### config.mk
export PLATFORM = sky130hd
export DESIGN_NAME = gain_step_detector
export DESIGN_NICKNAME = d
export VERILOG_FILES = /design/src/rtl/gsd_pkg.sv /design/src/rtl/gsd_magnitude.sv /design/src/rtl/gsd_dwell_reg.sv /design/src/rtl/gsd_dwell_timer.sv /design/src/rtl/gain_step_detector.sv
export SDC_FILE = /design/constraint.sdc
export NUM_CORES = 1
export LEC_CHECK = 0
export ABC_AREA = 1
export CORE_ASPECT_RATIO = 1.1
export CORE_MARGIN = 10
export CORE_UTILIZATION = 40
export CTS_CLUSTER_DIAMETER = 30
export CTS_CLUSTER_SIZE = 14
export DETAILED_ROUTE_END_ITERATION = 10
export HOLD_SLACK_MARGIN = 0.15
export MAX_ROUTING_LAYER = met4
export PLACE_DENSITY = 0.66
export SYNTH_ARGS = -nofsm -noshare
export SYNTH_HDL_FRONTEND = slang
export SYNTH_SLANG_ARGS = --single-unit
### constraint.sdc
create_clock -name clk -period 7.09 [get_ports clk]
set_clock_uncertainty 0.05 [all_clocks]
set_input_delay 1.7725 -clock clk [delete_from_list [all_inputs] [get_ports clk]]
set_output_delay 1.7725 -clock clk [all_outputs]
set_load 0.01 [all_outputs]
### src/rtl/gsd_pkg.sv
package gsd_pkg;

    // Decision states of the gain step detector
    typedef enum logic [1:0] {
        ST_SETTLE = 2'd0,   // dwell counter running, no request
        ST_RAISE  = 2'd1,   // quiet for the whole dwell: increment request
        ST_OVER   = 2'd2    // overrange seen: decrement request
    } gsd_state_e;

endpackage

### src/rtl/gsd_magnitude.sv
module gsd_magnitude #(
    parameter int SAMPLE_W = 14,
    parameter int MAG_W    = SAMPLE_W - 1
) (
    input  logic [SAMPLE_W-1:0] sample_i,
    output logic [MAG_W-1:0]    mag_o
);

    localparam logic [SAMPLE_W-1:0] MOST_NEG = {1'b1, {(SAMPLE_W-1){1'b0}}};

    logic [MAG_W-1:0] negated;

    // Low bits of the negation are exact for every code except the most negative
    assign negated = ~sample_i[MAG_W-1:0] + 1'b1;

    always_comb begin
        if (sample_i == MOST_NEG) begin
            mag_o = '1;
        end else if (sample_i[SAMPLE_W-1]) begin
            mag_o = negated;
        end else begin
            mag_o = sample_i[MAG_W-1:0];
        end
    end

endmodule

### src/rtl/gsd_dwell_reg.sv
module gsd_dwell_reg #(
    parameter int                  DWELL_W = 16,
    parameter int                  BYTE_W  = 8,
    parameter int                  SEL_W   = 1,
    parameter logic [DWELL_W-1:0]  RST_VAL = 16
) (
    input  logic               clk,
    input  logic               rst,
    input  logic               we_i,
    input  logic [SEL_W-1:0]   sel_i,
    input  logic [BYTE_W-1:0]  wdata_i,
    output logic [DWELL_W-1:0] dwell_next_o
);

    localparam int NUM_BYTES = DWELL_W / BYTE_W;

    logic [DWELL_W-1:0] dwell_q;
    logic [DWELL_W-1:0] merged;

    // One byte lane per register slice; the addressed lane takes the write data
    for (genvar b = 0; b < NUM_BYTES; b++) begin : g_lane
        assign merged[b*BYTE_W +: BYTE_W] =
            (we_i && (sel_i == SEL_W'(b))) ? wdata_i : dwell_q[b*BYTE_W +: BYTE_W];
    end

    // Value the register holds after this edge, used as the reload value
    assign dwell_next_o = rst ? RST_VAL : merged;

    always_ff @(posedge clk) begin
        dwell_q <= dwell_next_o;
    end

endmodule

### src/rtl/gsd_dwell_timer.sv
module gsd_dwell_timer #(
    parameter int DWELL_W = 16
) (
    input  logic               clk,
    input  logic               load_i,
    input  logic               step_i,
    input  logic [DWELL_W-1:0] load_val_i,
    output logic               expired_o
);

    localparam logic [DWELL_W-1:0] ONE = {{(DWELL_W-1){1'b0}}, 1'b1};

    logic [DWELL_W-1:0] cnt_q;
    logic [DWELL_W-1:0] eff_val;

    // A programmed zero behaves as a dwell of one cycle
    assign eff_val = (load_val_i == '0) ? ONE : load_val_i;

    always_ff @(posedge clk) begin
        if (load_i) begin
            cnt_q <= eff_val;
        end else if (step_i && (cnt_q != ONE)) begin
            cnt_q <= cnt_q - ONE;
        end
    end

    assign expired_o = (cnt_q == ONE);

endmodule

### src/rtl/gain_step_detector.sv
module gain_step_detector #(
    parameter int                 SAMPLE_W  = 14,
    parameter int                 MAG_W     = SAMPLE_W - 1,
    parameter int                 DWELL_W   = 16,
    parameter int                 BYTE_W    = 8,
    parameter int                 SEL_W     = $clog2(DWELL_W / BYTE_W),
    parameter logic [DWELL_W-1:0] DWELL_RST = 16
) (
    input  logic                clk,
    input  logic                rst,
    input  logic                smp_valid,
    input  logic [SAMPLE_W-1:0] smp_data,
    input  logic [MAG_W-1:0]    upper_thr,
    input  logic [MAG_W-1:0]    lower_thr,
    input  logic                dwell_we,
    input  logic [SEL_W-1:0]    dwell_sel,
    input  logic [BYTE_W-1:0]   dwell_wdata,
    output logic                gain_dec,
    output logic                gain_inc
);

    import gsd_pkg::*;

    gsd_state_e         state_q;
    gsd_state_e         state_d;
    logic [MAG_W-1:0]   mag_w;
    logic [DWELL_W-1:0] dwell_next;
    logic               expired;
    logic               fsm_load;
    logic               fsm_step;
    logic               over_s;
    logic               loud_s;
    logic               back_s;

    gsd_magnitude #(
        .SAMPLE_W (SAMPLE_W),
        .MAG_W    (MAG_W)
    ) u_mag (
        .sample_i (smp_data),
        .mag_o    (mag_w)
    );

    gsd_dwell_reg #(
        .DWELL_W (DWELL_W),
        .BYTE_W  (BYTE_W),
        .SEL_W   (SEL_W),
        .RST_VAL (DWELL_RST)
    ) u_dwell_reg (
        .clk          (clk),
        .rst          (rst),
        .we_i         (dwell_we),
        .sel_i        (dwell_sel),
        .wdata_i      (dwell_wdata),
        .dwell_next_o (dwell_next)
    );

    gsd_dwell_timer #(
        .DWELL_W (DWELL_W)
    ) u_timer (
        .clk        (clk),
        .load_i     (fsm_load | rst),
        .step_i     (fsm_step),
        .load_val_i (dwell_next),
        .expired_o  (expired)
    );

    // Sample classification
    assign over_s = smp_valid && (mag_w > upper_thr);
    assign loud_s = smp_valid && (mag_w >= lower_thr);
    assign back_s = smp_valid && !over_s;

    // Next-state and counter control
    always_comb begin
        state_d  = state_q;
        fsm_load = 1'b0;
        fsm_step = 1'b0;
        unique case (state_q)
            ST_SETTLE: begin
                if (over_s) begin
                    state_d  = ST_OVER;
                    fsm_load = 1'b1;
                end else if (loud_s || dwell_we) begin
                    fsm_load = 1'b1;
                end else if (expired) begin
                    state_d  = ST_RAISE;
                end else begin
                    fsm_step = 1'b1;
                end
            end
            ST_RAISE: begin
                if (over_s) begin
                    state_d  = ST_OVER;
                    fsm_load = 1'b1;
                end else if (loud_s || dwell_we) begin
                    state_d  = ST_SETTLE;
                    fsm_load = 1'b1;
                end
            end
            ST_OVER: begin
                fsm_load = 1'b1;
                if (back_s) begin
                    state_d = ST_SETTLE;
                end
            end
            default: begin
                state_d  = ST_SETTLE;
                fsm_load = 1'b1;
            end
        endcase
    end

    // State register
    always_ff @(posedge clk) begin
        if (rst) begin
            state_q <= ST_SETTLE;
        end else begin
            state_q <= state_d;
        end
    end

    // Output decode
    always_comb begin
        gain_dec = (state_q == ST_OVER);
        gain_inc = (state_q == ST_RAISE);
    end

endmodule

==> run summary, run 1 <==
Maximum capacitance violations: 0
EDFF count, synth: 16
Synth area leader: nand2_1
CP Launch Type: input pin
Tmin final: 5.31 ns
Dpl cells: 599
Netlist cell types: 31
Final setup fails: 0
Clk_lat worst skew: 0.28 ns
DR iter-0 viols: 88
Antenna violations before repair: 0
H-tree Lvls: 2
Largest net degree at the start of global routing: 19
Slew @ Worst Pin: 1.12 ns
Die W: 103 um
Vias: 2933
Placement row count: 33
Clk slew on worst S/H paths: 0.07 ns
Top cells by area, synth: nand2_1, edfxtp_1, ha_1
Die H: 112 um
Port-buffer cells: 54
Diode count: 0
DRC errors left: 0
Worst hold slack: 0.448 ns
DRT antenna net count: 0
Core ar.: 7430 um2
Hold crit path type: reg2reg
Fraction of registers with async set/reset: 0%
DR pass1 iterations: 4
Area delta synth->final: 23.9%
Arrival @ worst endpoint: 5.22 ns
Most frequent cells after synthesis: nand2_1, inv_1, nor2_1
DP Wirelength: 6550 um
Synthesis Warnings: 0
TNS Setup: 0 ns
Slew Limit Fails: 0
CTS tree: done
Final hold vios: 0
Hold_buf cts: 0
Gp weighted congestion: 0.899
Yosys reg bits: 34
Setup Buffers After CTS: 0
Layout fillers: 719
# resized after CTS: 0
CTS Buf Count: 5
Avg Synthesized Cell Area: 6.57 um2
Syn Nets: 546
Synth top area share: 16.7%
Most frequent cell after synthesis: nand2_1
Fraction of layout cells with a size suffix above 1: 5.77%
Top FF cell, synth: dfxtp_1
Crit end category: flip-flop
RSZ-0062 raised after global routing: false
Mapped Cells: 464
I/O pin cnt: 55
Worst EP required: 7.00 ns
Vias per cell: 4.83
Post-synthesis sequential area ratio: 27.6%
Leak: 2.06 nW
Routed WL: 7650 um
Slew margin rel.: 25.3%
Status: complete, no violations
Remaining Overflow, GRT: 0
Non-filler instance count after layout: 607
Crit Path Category: in2reg
Clock Sinks: 34
R2R setup slack: 4.70 ns
Critical Path Fanout Max: 18
Vias in the first global route: 2906
First-pass GRT wire length: 13200 um
Starting density of the core: 41.0%
Final Cycle Share: 74.9%
Die Footprint: 11500 um2
Clk buf depth: 2
Synthesized cell area: 3050 um2
Worst VDD drop: 0.121 mV
Fmax: 0.188 GHz
Power Density: 170 nW/um2
Root buf cell: clkbuf_8
Fin nets: 601
Routed WL per cell: 12.6 um
Total Routing Usage GR: 14.2%
## metrics by stage
stage          setup WS [ns]  util [%]  area, um2  power (mW)
3_5_place_dp            1.48      49.3       3660       0.467
2_1_floorplan           2.64         -       3050       0.394
6_report                1.78      50.8       3780       0.640
3_3_place_gp            1.63      49.3       3660       0.465
5_1_grt                 1.28      50.8       3780       0.688
4_1_cts                 1.79      50.8       3780       0.645
## layer usage
layer | up-vias | GRT usage [%] | part of all wire (%)
met3 | 15 | 1.98 | 5.0
met2 | 81 | 23.2 | 48
met4 | 0 | 5.57 | 2.7
met5 | - | - | 0
li1 | 1558 | - | -
met1 | 1279 | 16.9 | 44
## state kept, by name, indices dropped and copies added, names as in the netlist
signal / count
state_q: 2
u_dwell_reg.dwell_q: 16
u_timer.cnt_q: 16
## final cells by class
class                   count  area (um2)  share of cell area, %
clock buffers               5        68.8                   1.82
clock inverters             3        45.0                   1.19
inverters                  98         378                   10.0
multi-input cells         326        1800                   47.5
flip-flops and latches     34         841                   22.3
well taps                  87         109                   2.88
repair buffers             54         541                   14.3
## cells in the final DEF, fill, tap and decap left out, types with 14 or more instances in the layout
cell	count
clkdlybuf4s50_1	54
edfxtp_1	16
a21oi_1	14
nand3_1	27
nand2_1	136
nand4_1	20
dfxtp_1	18
nor2_1	46
ha_1	29
inv_1	96
## where the power goes
group / internal [mW] / switching (mW) / leakage [nW] / total (mW)
logic: 0.0918 / 0.127 / 1.68 / 0.219
registers: 0.231 / 0.0142 / 0.332 / 0.245
clock network: 0.104 / 0.0721 / 0.0504 / 0.177
## cells by family (layout without fill, tap and decap cells)
family / after synthesis / count (layout) / share of synthesized area, %
AND/OR/NAND/NOR: 255 / 255 / 37.8
buffers and inverters: 104 / 160 / 13.5
XOR/XNOR: 14 / 14 / 4.02
AO/OA/AOI/OAI: 28 / 28 / 5.13
flip-flops: 34 / 34 / 27.6
adder cells (fa/ha/maj): 29 / 29 / 11.9
## critical path, cell delays in order
cell and delay [ns]:
clkdlybuf4s50_1 0.45, inv_1 0.07, ha_1 0.13, inv_1 0.04
nor3_1 0.21, nand2_1 0.11, inv_1 0.10, nand2_1 0.09
nor2_1 0.18, o21ai_0 0.11, o21ai_0 0.18, ha_1 0.34
a21oi_1 0.12, o21ai_0 0.13, nor2_1 0.17, nand2_2 0.10
nand3_4 0.18, nand4_4 0.24, nor2_1 0.22, inv_1 0.27
## final timing paths
path                                from                     end  depth (start not counted)
setup / recovery             smp_data[0]        u_timer.cnt_q[2]                         20
hold / removal    u_dwell_reg.dwell_q[4]  u_dwell_reg.dwell_q[4]                          2
setup reg to reg              state_q[1]        u_timer.cnt_q[2]                          4
hold reg to reg   u_dwell_reg.dwell_q[4]  u_dwell_reg.dwell_q[4]                          2
Note: power is estimated with default switching activity, not from simulation.
==> inputs of run 2 (changes only) <==
clock period = 5.2 ns   (was 7.09 ns; I/O delays follow)
==> run 2 against run 1 <==
Compared with the run above:
- count of clock-buffer cells in the layout unchanged
- sequential share of layout area down 0.27 points
- setup slack worse by 1.2 ns
- hold slack better by 0.0018 ns
- power up 45%
- critical endpoint is now u_timer.cnt_q[12]
- clock power up 67%
==> run summary, run 2 (synthesis gave the netlist of run 1 again) <==
Placed Area: 3690 um2 (+0.61%)
NetSw: 0.297 mW (+39%)
DRC errors left: 0 (unchanged)
Setup Buffers After CTS: 0 (unchanged)
Diode count: 0 (unchanged)
Die H: 112 um (unchanged)
Largest net degree at the start of global routing: 19 (unchanged)
Non-filler instance count after layout: 610 (+0.49%)
DR pass1 iterations: 4 (unchanged)
RSZ-0062 raised after global routing: false
Vias in the first global route: 2934 (+0.96%)
Remaining Overflow, GRT: 0 (unchanged)
Internal power: 0.634 mW (+48%)
Core ar.: 7430 um2 (unchanged)
Dpl cells: 602 (+0.50%)
Clk_lat worst skew: 0.29 ns (about the same)
Status: complete, no violations
Port-buffer cells: 54 (unchanged)
Leak: 2.09 nW (+1.5%)
# resized after CTS: 0 (unchanged)
Design area: 3820 um2 (+1.2%)
TNS Setup: 0 ns (unchanged)
Clk slew on worst S/H paths: 0.07 ns (about the same)
Root buf cell: clkbuf_8
Final setup fails: 0 (unchanged)
Area of the multi-input gates: 1800 um2 (unchanged)
First-pass GRT wire length: 13200 um (about the same)
Hold_buf cts: 0 (unchanged)
Logic gate share of total power: 32.3% (-1.8 points)
DRT antenna net count: 0 (unchanged)
Crit end category: flip-flop
Power share of the clock group: 31.7% (+4.1 points)
Fin nets: 604 (+0.50%)
Hold crit path type: reg2reg
Worst hold slack: 0.450 ns (+0.00178 ns)
Power Density: 243 nW/um2 (+44%)
Routed WL per cell: 12.9 um (+2.0%)
Fmax: 0.215 GHz
Vias: 2951 (+0.61%)
Sw frac: 31.9% (-1.4 points)
Slew margin rel.: 70.7% (+45 points)
CP Launch Type: input pin
Most frequent cells in the layout: nand2_1, inv_1, clkdlybuf4s50_1
Gp weighted congestion: 0.898 (-0.10%)
Largest registers: u_dwell_reg.dwell_q (16), u_timer.cnt_q (16), state_q (2)
H-tree Lvls: 2 (unchanged)
I/O pin cnt: 55 (unchanged)
Worst VDD drop: 0.206 mV (+69%)
Vias per cell: 4.84 (+0.12%)
Die Footprint: 11500 um2 (unchanged)
Layout fillers: 745 (+3.6%)
Clk buf depth: 2 (unchanged)
Antenna violations before repair: 0 (unchanged)
CTS tree: done
Placement row count: 33 (unchanged)
Slew @ Worst Pin: 0.440 ns (-0.677 ns)
Fraction of layout cells with a size suffix above 1: 6.31% (+0.54 points)
DP Wirelength: 6630 um (+1.3%)
Worst EP required: 5.19 ns (-1.81 ns)
Critical Path Fanout Max: 18 (unchanged)
Most common cell after layout, fill and taps aside: nand2_1
Crit Path Category: in2reg
Die W: 103 um (unchanged)
Clock Sinks: 34 (unchanged)
Final hold vios: 0 (unchanged)
Final Cycle Share: 89.6%
Slew Limit Fails: 0 (unchanged)
Seq pwr share: 36.0% (-2.3 points)
Final total power: 0.930 mW (+45%)
Area delta synth->final: 25.5%
Tmin final: 4.66 ns
Maximum capacitance violations: 0 (unchanged)
Starting density of the core: 41.0% (unchanged)
Total Routing Usage GR: 14.2% (+0.086 points)
Routed WL: 7850 um (+2.5%)
Reg area: 841 um2 (unchanged)
DR iter-0 viols: 100 (+14%)
CTS Buf Count: 5 (unchanged)
Arrival @ worst endpoint: 4.65 ns (-0.57 ns)
run 2: changes by cell type in the layout (fill, tap and decap cells not counted):
| cell | delta |
|---|---|
| buf_4 | +3 |
| bufinv_16 | +1 |
| clkinvlp_4 | -2 |
| clkinv_4 | +1 |
run 2: area by class of cell:
cell class / instances / area share, %
multi-input combinational: 326 / 47.0
sequential: 34 / 22.0
timing repair buffer: 57 / 14.7
inverter: 98 / 9.88
tap: 87 / 2.85
clock buffer: 5 / 1.80
clock inverter: 3 / 1.80
run 2: per-stage QoR:
step           setup slack [ns]  util, %
2_1_floorplan              1.22        -
3_3_place_gp              0.279     49.6
3_5_place_dp              0.238     49.6
4_1_cts                   0.543     51.4
5_1_grt                   0.152     51.4
6_report                  0.539     51.4
run 2: critical path, stage by stage:
cell and delay, ns:
clkdlybuf4s50_1 0.44, inv_1 0.07, ha_1 0.13, inv_1 0.04
nor3_1 0.18, nand2_1 0.10, inv_1 0.10, nand2_1 0.09
nor2_1 0.20, o21ai_0 0.10, o21ai_0 0.14, ha_1 0.32
a21oi_1 0.12, o21ai_0 0.12, nor2_1 0.20, nand2_2 0.11
nand3_4 0.18, nand4_4 0.24, nor2_1 0.19, inv_1 0.05
buf_4 0.20
run 2: routing by layer:
layer  part of all wire (%)  track usage [%]  up-vias
met2                     51             25.5       68
met4                    1.8             4.55        0
met1                     43             15.7     1313
met3                    4.1             1.79        8
met5                      0                -        -
li1                       -                -     1562
run 2: final timing paths:
check | startpoint | end | slack, ns | cells after the start
worst max-delay path | smp_data[0] | u_timer.cnt_q[12] | 0.54 | 21
worst max register to register | u_timer.cnt_q[3] | u_timer.cnt_q[11] | 3.41 | 9
worst min register to register | u_dwell_reg.dwell_q[4] | u_dwell_reg.dwell_q[4] | 0.45 | 2
worst min-delay path | u_dwell_reg.dwell_q[4] | u_dwell_reg.dwell_q[4] | 0.45 | 2
run 2: power groups by stage:
| stage | clock network (mW) | logic, mW | registers [mW] |
|---|---|---|---|
| 2_1_floorplan | 0 | 0.202 | 0.335 |
| 3_3_place_gp | 0 | 0.295 | 0.340 |
| 3_5_place_dp | 0 | 0.298 | 0.341 |
| 4_1_cts | 0.302 | 0.301 | 0.335 |
| 5_1_grt | 0.310 | 0.344 | 0.339 |
| 6_report | 0.295 | 0.300 | 0.335 |
==> inputs of run 3 (changes only) <==
ABC_AREA = 0   (was 1)
CTS_CLUSTER_DIAMETER = not set   (was 30)
PLACE_DENSITY = 0.67   (was 0.66)
==> run 3 against run 2 <==
Compared with the run above:
- core utilization up 5.6 points
- cell area fell by 2.7%
- sequential power is 5% lower
- critical path depth shrank 2
- clock power is 31% lower
- count of clock-buffer cells in the layout grew 1
- first-iteration DRC count down 5.0%
- critical endpoint is now u_timer.cnt_q[7]
- global-route usage is 0.43 points lower
- hold slack improved by 0.0088 ns
- largest cell class unchanged
==> run summary, run 3 <==
Status: complete, no violations
R2R setup slack: 2.94 ns (-0.47 ns)
DP Wirelength: 5760 um (-13%)
Core ar.: 6520 um2 (-12%)
Routed WL per cell: 15.4 um (+20%)
Worst r2r path cells: 6 (-3)
Syn Nets: 374 (-32%)
Arrival @ worst endpoint: 4.97 ns (+0.32 ns)
Area delta synth->final: 40.3%
Fraction of registers with async set/reset: 0% (unchanged)
Die W: 97.6 um (-5.4%)
Antenna violations before repair: 0 (unchanged)
DRC errors left: 0 (unchanged)
CP Launch Type: input pin
Internal power: 0.556 mW (-12%)
Seq pwr share: 39.9% (+3.9 points)
Total Routing Usage GR: 13.8% (-0.43 points)
Clk slew on worst S/H paths: 0.07 ns (about the same)
CP Depth: 19 (-9.5%)
Tmin final: 4.98 ns (+0.316 ns)
Final setup fails: 0 (unchanged)
Remaining Overflow, GRT: 0 (unchanged)
Starting density of the core: 40.7% (-0.34 points)
Die Footprint: 10300 um2 (-11%)
Placement row count: 31 (-6.1%)
Power Density: 213 nW/um2 (-12%)
Design area: 3720 um2 (-2.7%)
Placed Area: 3490 um2 (-5.4%)
Leak: 1.78 nW (-15%)
Hold crit path type: reg2reg
Vias per cell: 5.11 (+5.5%)
DR iter-0 viols: 95 (-5.0%)
Clock Sinks: 34 (unchanged)
CTS Buf Count: 5 (unchanged)
Synth area leader: edfxtp_1
Most frequent cells after synthesis: nand2_1, ha_1, inv_1
Worst setup endpoint: u_timer.cnt_q[7]
Die H: 105 um (-5.5%)
Vias in the first global route: 2457 (-16%)
Sw frac: 30.0% (-1.9 points)
Final Cycle Share: 95.7% (+6.1 points)
Diode count: 0 (unchanged)
H-tree Lvls: 2 (unchanged)
CTS tree: done
Largest net degree at the start of global routing: 19 (unchanged)
Fraction of layout cells with a size suffix above 1: 20.8% (+15 points)
Worst path bufs/invs: 4 (-2)
Final Util: 57.1% (+5.6 points)
Clk buf depth: 2 (unchanged)
Synth top area share: 18.1% (+1.4 points)
Most frequent cell after synthesis: nand2_1
Slew Limit Fails: 0 (unchanged)
Gp weighted congestion: 0.835 (-7.0%)
Most frequent cells in the layout: clkdlybuf4s50_1, buf_4, nand2_1
Logic gate share of total power: 34.5% (+2.2 points)
Worst VDD drop: 0.214 mV (+4.3%)
NetSw: 0.238 mW (-20%)
Synthesis Warnings: 0 (unchanged)
Routed WL: 7180 um (-8.6%)
EDFF count, synth: 16 (unchanged)
Crit end category: flip-flop
Vias: 2379 (-19%)
Avg Synthesized Cell Area: 9.08 um2 (+38%)
Reg-to-reg endpoint: u_timer.cnt_q[14]
Slowest stage delay, CP: 0.46 ns (+0.02 ns)
I/O pin cnt: 55 (unchanged)
Largest registers: u_dwell_reg.dwell_q (16), u_timer.cnt_q (16), state_q (2)
Synthesized cell area: 2650 um2 (-13%)
Mapped Cells: 292 (-37%)
RSZ-0062 raised after global routing: false
Slowest CP cell: or4_4
Slew margin rel.: 58.2% (-12 points)
Port-buffer cells: 54 (unchanged)
Slew @ Worst Pin: 0.625 ns (+0.185 ns)
CP startpoint: smp_data[0]
Critical Path Fanout Max: 4 (-14)
Maximum capacitance violations: 0 (unchanged)
First-pass GRT wire length: 11700 um (-11%)
Fmax: 0.201 GHz (-6.4%)
R2r startpoint: u_timer.cnt_q[6]
Top cells by area, synth: edfxtp_1, ha_1, dfxtp_1
Yosys reg bits: 34 (unchanged)
DR pass1 iterations: 4 (unchanged)
Top FF cell, synth: dfxtp_1
Worst EP required: 5.19 ns (about the same)
Root buf cell: clkbuf_8
Final total power: 0.794 mW (-15%)
DRT antenna net count: 0 (unchanged)
CP cell instances: dlymetal6s2s_1 -> inv_2 -> ha_4 -> nand2_2 -> or3_4 -> or4_4 -> nor4_4 -> nand3b_1 -> buf_2 -> o211ai_1 -> ha_1 -> nor2b_1 -> o21a_1 -> o21ai_1 -> o211a_1 -> a41oi_2 -> a211oi_4 -> buf_2 -> mux2_2
Worst hold slack: 0.459 ns (+0.00879 ns)
Hold_buf cts: 0 (unchanged)
Post-synthesis sequential area ratio: 31.7% (+4.1 points)
TNS Setup: 0 ns (unchanged)
Netlist cell types: 49 (+58%)
Final hold vios: 0 (unchanged)
Crit Path Category: in2reg
Most common cell after layout, fill and taps aside: clkdlybuf4s50_1
Fin nets: 465 (-23%)
Delay-heaviest family, CP: simple AND/OR/NAND/NOR gates
CP most frequent cell: buf_2
Clk_lat worst skew: 0.29 ns (about the same)
Power share of the clock group: 25.6% (-6.1 points)
[run 3: cell types whose count changed after synthesis, moves of 4 or more]
cell     delta
mux2_2      +8
nand3_1    -14
nor2b_1     +8
inv_1      -67
nor2_1     -28
nor2_2      -5
nand2_1   -101
xor2_1      +9
or2_2       -6
nand4_1    -17
a21o_1      +4
nor4_1      +8
mux2i_1     +9
mux2_4      +6
[run 3: layer usage]
metal,track usage (%),up-vias,wire [um]
li1,-,1216,-
met1,15.3,1108,3100
met2,24.8,47,3770
met3,2.55,8,223
met4,3.53,0,79
met5,-,-,0
[run 3: tightest hold or removal path, stage by stage, from the launching register on]
cell and delay, ns:
dfxtp_1 0.31, nand2_1 0.05, a21oi_1 0.09
[run 3: layout make-up]
class                      instances  area (um2)
clock inverter                     2        11.3
inverter                          30         113
tap                               82         103
sequential                        34         841
multi-input combinational        220        1720
fill                             580        2800
clock buffer                       6        82.6
timing repair buffer              92         847
[run 3: how the worst min path moves through the flow]
stage,startpoint,endpoint,cells past startpoint
3_3_place_gp,u_dwell_reg.dwell_q[4],u_dwell_reg.dwell_q[4],1
5_1_grt,u_dwell_reg.dwell_q[15],u_dwell_reg.dwell_q[15],2
4_1_cts,u_dwell_reg.dwell_q[15],u_dwell_reg.dwell_q[15],2
3_5_place_dp,u_dwell_reg.dwell_q[15],u_dwell_reg.dwell_q[15],2
2_1_floorplan,u_dwell_reg.dwell_q[4],u_dwell_reg.dwell_q[4],1
6_report,u_dwell_reg.dwell_q[15],u_dwell_reg.dwell_q[15],2
[run 3: kinds of logic (layout without fill, tap and decap cells)]
family | count (synthesis) | in the layout | synth area share, %
AND/OR/NAND/NOR | 101 | 101 | 19.1
XOR/XNOR | 23 | 23 | 7.60
buffers and inverters | 38 | 130 | 6.00
multiplexers | 23 | 23 | 10.2
AO/OA/AOI/OAI | 44 | 44 | 11.7
flip-flops | 34 | 34 | 31.7
adder cells (fa/ha/maj) | 29 | 29 | 13.7
[run 3: what timing repair did]
item                       in CTS  in global routing
resized for setup               3                 24
buffers inserted                2                  2
gates cloned                    0                  2
pin swaps                       5                  6
setup endpoints to repair      14                 32
[run 3: power by group through the flow]
stage	combinational, mW	sequential (mW)	clock, mW
2_1_floorplan	0.153	0.318	0
3_3_place_gp	0.254	0.321	0
3_5_place_dp	0.258	0.322	0
4_1_cts	0.264	0.316	0.208
5_1_grt	0.306	0.319	0.217
6_report	0.274	0.317	0.203
[run 3: through the flow]
| step | worst slack (ns) | cells |
|---|---|---|
| 2_1_floorplan | 0.0727 | 292 |
| 3_3_place_gp | -0.394 | 452 |
| 3_5_place_dp | -0.433 | 452 |
| 4_1_cts | 0.00151 | 462 |
| 5_1_grt | 0.0371 | 466 |
| 6_report | 0.223 | 466 |
